`config.mk`:
```
export PLATFORM = sky130hd
export DESIGN_NAME = mbox_msg_tx
export DESIGN_NICKNAME = d
export VERILOG_FILES = /design/src/rtl/mbox_msg_tx.sv
export SDC_FILE = /design/constraint.sdc
export NUM_CORES = 1
export LEC_CHECK = 0
export ABC_CLOCK_PERIOD_IN_PS = 7600
export BUFFER_PORTS_ARGS = -buffer_cell sky130_fd_sc_hd__buf_2
export CAP_MARGIN = 25
export CORE_AREA = 2 2 161 163
export DETAILED_ROUTE_END_ITERATION = 8
export DIE_AREA = 0 0 163 165
export GPL_TIMING_DRIVEN = 1
export HOLD_SLACK_MARGIN = 0.15
export PLACE_DENSITY_LB_ADDON = 0.2
export REMOVE_ABC_BUFFERS = 1
export SYNTH_ARGS = -nofsm -noshare
export SYNTH_HDL_FRONTEND = slang
export SYNTH_SLANG_ARGS = --single-unit
```
`constraint.sdc`:
```
create_clock -name clk -period 7.6 [get_ports clk]
set_input_delay 1.14 -clock clk [delete_from_list [all_inputs] [get_ports clk]]
set_output_delay 1.14 -clock clk [all_outputs]
set_load 0.005 [all_outputs]
```
`src/rtl/mbox_msg_tx.sv`:
```
module mbox_msg_tx #(
  parameter int NWIN = 4,
  parameter int LW = 16,
  localparam int IW = $clog2(NWIN)
) (
  input  logic                 clk,
  input  logic                 rst_n,
  input  logic                 start,
  input  logic [LW-1:0]        len_bytes,
  input  logic [31:0]          in_word,
  input  logic                 in_valid,
  output logic                 in_ready,
  output logic                 busy,
  output logic                 done,
  output logic                 err,
  output logic                 wr_en,
  output logic [IW-1:0]        wr_idx,
  output logic [31:0]          wr_data,
  input  logic [31:0]          last_stat,
  input  logic                 rx_en,
  input  logic [NWIN*32-1:0]   rx_stat,
  output logic [NWIN-1:0]      rx_mask,
  output logic                 clr_en,
  output logic [IW-1:0]        clr_idx,
  output logic [31:0]          clr_data,
  output logic                 rx_valid,
  output logic [NWIN*32-1:0]   rx_msg
);
  localparam int WW = 32;
  localparam int RB = NWIN * 4;
  localparam logic [IW-1:0] TOP = IW'(NWIN - 1);

  typedef enum logic [2:0] {S_IDLE, S_LOAD, S_CHECK, S_WAIT, S_WRITE} st_t;

  st_t            st;
  logic [LW-1:0]  rem;
  logic [IW-1:0]  k;
  logic [WW-1:0]  buff [NWIN];
  logic [LW-1:0]  rnd_b, rnd_w;
  logic [WW-1:0]  tmask;
  logic           rx_busy;
  logic [IW-1:0]  ci;

  assign rnd_b = (rem > LW'(RB)) ? LW'(RB) : rem;
  assign rnd_w = (rnd_b + LW'(3)) >> 2;

  always_comb begin
    case (rnd_b[1:0])
      2'd1:    tmask = 32'h0000_00FF;
      2'd2:    tmask = 32'h0000_FFFF;
      2'd3:    tmask = 32'h00FF_FFFF;
      default: tmask = '1;
    endcase
  end

  assign in_ready = (st == S_LOAD);
  assign busy     = (st != S_IDLE);
  assign wr_en    = (st == S_WRITE);
  assign wr_idx   = TOP - k;
  assign wr_data  = (LW'(k) == rnd_w - LW'(1)) ? (buff[k] & tmask) : buff[k];

  always_ff @(posedge clk) begin
    if (st == S_LOAD && in_valid) buff[k] <= in_word;
  end

  always_ff @(posedge clk) begin
    if (!rst_n) begin
      st   <= S_IDLE;
      rem  <= '0;
      k    <= '0;
      done <= 1'b0;
      err  <= 1'b0;
    end else begin
      done <= 1'b0;
      err  <= 1'b0;
      case (st)
        S_IDLE: if (start) begin
          if (len_bytes == '0) begin
            done <= 1'b1;
          end else begin
            rem <= len_bytes;
            k   <= '0;
            st  <= S_LOAD;
          end
        end
        S_LOAD: if (in_valid) begin
          if (LW'(k) == rnd_w - LW'(1)) st <= S_CHECK;
          else k <= k + IW'(1);
        end
        S_CHECK: begin
          if (buff[0] == '0) begin
            err <= 1'b1;
            st  <= S_IDLE;
          end else begin
            st <= S_WAIT;
          end
        end
        S_WAIT: if (last_stat == '0) begin
          k  <= IW'(rnd_w - LW'(1));
          st <= S_WRITE;
        end
        S_WRITE: begin
          if (k == '0) begin
            rem <= rem - rnd_b;
            if (rem == rnd_b) begin
              done <= 1'b1;
              st   <= S_IDLE;
            end else begin
              st <= S_LOAD;
            end
          end else begin
            k <= k - IW'(1);
          end
        end
        default: st <= S_IDLE;
      endcase
    end
  end

  assign rx_mask  = rx_en ? {1'b0, {(NWIN-1){1'b1}}} : '1;
  assign clr_en   = rx_busy;
  assign clr_idx  = ci;
  assign clr_data = '1;

  always_ff @(posedge clk) begin
    if (!rst_n) begin
      rx_busy  <= 1'b0;
      ci       <= '0;
      rx_valid <= 1'b0;
      rx_msg   <= '0;
    end else begin
      rx_valid <= 1'b0;
      if (!rx_busy) begin
        if (rx_en && rx_stat[(NWIN-1)*WW +: WW] != '0) begin
          rx_busy <= 1'b1;
          ci      <= '0;
          for (int i = 0; i < NWIN; i++)
            rx_msg[(NWIN-1-i)*WW +: WW] <= rx_stat[i*WW +: WW];
        end
      end else if (ci == TOP) begin
        rx_busy  <= 1'b0;
        rx_valid <= 1'b1;
      end else begin
        ci <= ci + IW'(1);
      end
    end
  end

  AST_TRIGGER_LAST: assert property (@(posedge clk) disable iff (!rst_n)
    wr_en && wr_idx == TOP |=> !wr_en);
  AST_WR_DESCEND: assert property (@(posedge clk) disable iff (!rst_n)
    wr_en && wr_idx != TOP |=> wr_en && wr_idx == $past(wr_idx) + IW'(1));
  AST_ROUND_GATED: assert property (@(posedge clk) disable iff (!rst_n)
    wr_en && !$past(wr_en) |-> $past(last_stat) == '0);
  AST_ERR_SILENT: assert property (@(posedge clk) disable iff (!rst_n)
    err |-> !wr_en && !busy);
  AST_CLR_ASCEND: assert property (@(posedge clk) disable iff (!rst_n)
    clr_en && clr_idx != TOP |=> clr_en && clr_idx == $past(clr_idx) + IW'(1));
  AST_NO_DRAIN_OFF: assert property (@(posedge clk) disable iff (!rst_n)
    !rx_en && !clr_en |=> !clr_en);
  AST_DONE_IDLE: assert property (@(posedge clk) disable iff (!rst_n)
    done |-> !busy && !wr_en);
  AST_ZERO_LEN: assert property (@(posedge clk) disable iff (!rst_n)
    start && !busy && len_bytes == '0 |=> done && !wr_en);
endmodule

```
==> results.cfg <==
[worst_setup_path]
crit_required_ns = 6.46
critical_path.max_fanout = 8
cp.arrival_ns = 4.55
startpoint = rem[8]$_SDFFE_PN0P_
r2r_start = rem[8]$_SDFFE_PN0P_
critPathKind = reg -> out
critPathCapture = wr_data[27]
cp-end-kind = output port
r2r_slack_ns = 3.70
cp-start-kind = flip-flop
worst_r2r_path_depth = 14

[yosys]
yosysWarnings = 0
avgSynthCellArea_um2 = 11.03
synth_top_area_share_pct = 32.34
synth_edf_count = 128
ys_ff_latch = 285
ys_seq_area_share_pct = 58.79
yosys_most_used_dff = dfxtp_1
ys_types = 56
synth_cells = 1078
synth_area_um2 = 11890
synthTopCellsByArea = edfxtp_1 (32%), dfxtp_1 (26%), nand2_1 (9.0%), a21boi_0 (8.1%), mux4_2 (6.1%)
ys_async_sr_fraction_pct = 0
synth_top_cell_by_area = edfxtp_1

[grt]
grt_pass1_vias = 8861
grt_pass1_wl_um = 47420
grt_max_degree = 108
grtUsageTotal_pct = 22.69
grt.overflow.total = 0
antenna_found_initial = 7

[die]
die_height_um = 165
core_area_um2 = 25040
start_util_pct = 47.47
fp.dieW_um = 163
placement_rows = 58
die_area_um2 = 26900
top_level_ports = 420

[timing]
rsz0062_at_grt = no
slew_headroom_pct = 37.79
setup_ws_ns = 1.914
setup-violations-final = 0
slew_violations = 0
finalCritPeriodShare_pct = 74.81
finalSetupTns_ns = 0
fin_crit_ns = 5.686
hold_slack_ns = 0.4578
fmax_mhz = 175.9
worst_slew_pin_slew_ns = 0.9309
hold_viol_final = 0
finalClockSkew_ns = 0.01505

[placed_design]
gp_congestion = 0.8478
pre_cts_slack_ns = 2.516
hpwl_um = 22100
portBuffers = 384

[power]
power.leakage_nw = 6.119
power.ir.vdd_worst_mv = 0.2074
pwr-share-clk_pct = 36.3
power_frac_seq_pct = 46.0
switching_share_pct = 26.33
p_switching_mw = 1.010
pwr-share-comb_pct = 17.7
fin_total_pwr_mw = 3.837
internal-power_mw = 2.827
p_per_area_nw_per_um2 = 257.5

[final_layout]
drive_gt1_share_pct = 32.88
utilization_pct = 59.51
final_nets = 1659
n_fill_cell = 2152
area_growth_pct = 25.36

[min_path]
min_from = rx_msg[109]$_SDFFE_PN0P_
hold_path_class = reg -> reg

[route]
via_per_inst = 5.136
vias = 9244
drt_iter0_markers = 614
antenna_left = 0
drtPass1Iterations = 4
wl_per_cell_um = 17.50
drc_errors = 0
routed_wl_um = 31500

[clock_tree]
cts.root.buffer_cell = clkbuf_16
cts_tree = done
numCtsBuffers = 29
cts_buffer_depth = 3
clkTransAtPathRegs_ns = 0.06
cts-htree-levels = 1
cts_sinks = 285
holdBufCountCts = 0
cts_resized = 0
clk_latency_ns = 0.55
post-cts-setup-buffer-count = 0

[run]
drv_cap = 0

[status]
status = complete, no violations
## state kept, by name, indices dropped and copies added (netlist names), named ones only
signal	count
clr_en	1
err	1
k	2
rx_valid	1
rx_msg	128
done	1
clr_idx	2
buff	128
rem	16
st	3
## how the worst min path moves through the flow
stage | cells after the start | end
6_report | 2 | rx_msg[109]$_SDFFE_PN0P_
4_1_cts | 2 | rx_msg[68]$_SDFFE_PN0P_
3_3_place_gp | 2 | rx_msg[52]$_SDFFE_PN0P_
2_1_floorplan | 2 | rx_msg[0]$_SDFFE_PN0P_
5_1_grt | 2 | rx_msg[86]$_SDFFE_PN0P_
3_5_place_dp | 2 | rx_msg[68]$_SDFFE_PN0P_
## power groups by stage
stage / Sequential [mW] / Combinational, mW / Clock (mW)
finish: 1.77 / 0.678 / 1.39
detailed placement: 1.80 / 0.684 / 0
CTS: 1.77 / 0.686 / 1.43
floorplan: 1.82 / 0.380 / 0
global route: 1.78 / 0.755 / 1.49
global placement: 1.79 / 0.676 / 0
## cells in the mapped netlist, drive strengths merged, types with 8 or more instances
| cell type | instances |
|---|---|
| nor4 | 32 |
| dfxtp | 157 |
| o21ai | 24 |
| a21boi | 129 |
| buf | 40 |
| nor3 | 12 |
| clkbuf | 56 |
| mux4 | 32 |
| edfxtp | 128 |
| a21oi | 11 |
| nor2b | 36 |
| inv | 8 |
| nand2 | 287 |
| nor2 | 27 |
## through the flow
step / area [µm²] / instances
3_3_place_gp: 13950 / 1739
2_1_floorplan: 11500 / 1016
4_1_cts: 14880 / 1793
3_5_place_dp: 13950 / 1739
6_report: 14900 / 1800
5_1_grt: 14890 / 1798
## cells in the final DEF (no fill, tap or decap), types with 8 or more instances in the layout
cell / n
a21boi_0: 129
a21oi_1: 9
buf_2: 383
buf_4: 9
clkbuf_1: 10
clkbuf_16: 29
conb_1: 36
dfxtp_1: 156
edfxtp_1: 128
inv_1: 8
mux4_2: 32
nand2_1: 285
nor2_1: 25
nor2b_1: 36
nor3_1: 9
nor4_1: 30
o21ai_0: 21
## metal layers
metal	routed length, µm	GRT usage, %	vias to the layer above
met3	2776	6.429	46
met2	15620	39.41	360
met5	13	0	-
li1	-	-	4483
met1	12410	27.62	4353
met4	673	6.557	2
## worst max-delay path, stage by stage (launching register included)
cell       delay (ns)
dfxtp_1          0.37
nor4_4           0.50
nand3_1          0.25
a21oi_2          0.37
nand2_1          0.17
ha_1             0.25
xor2_1           0.21
inv_1            0.11
ha_1             0.24
nand2b_1         0.15
nor4b_1          0.31
o2111ai_1        0.21
a21oi_2          0.57
nor2b_1          0.12
buf_2            0.16
## cells by family after synthesis
logic type / share of synthesized area (%)
DFF: 58.79
xor gates and xnor gates: 0.2948
AOI/OAI and AO/OA: 12.89
buffers and inverters: 4.632
other: 0.03155
muxes: 6.485
and+or+nand+nor: 16.25
adders and majority gates: 0.6316
## cell type report
type | instances | area, µm² | area share, %
diodes | 7 | 17.52 | 0.1176
clock buffers | 39 | 763.2 | 5.123
repair buffers | 393 | 2004 | 13.45
well taps | 330 | 412.9 | 2.771
flip-flops and latches | 285 | 6988 | 46.90
clock inverters | 15 | 166.4 | 1.117
inverters | 9 | 33.78 | 0.2267
multi-input cells | 722 | 4513 | 30.29
(Power assumes the default switching activity.)
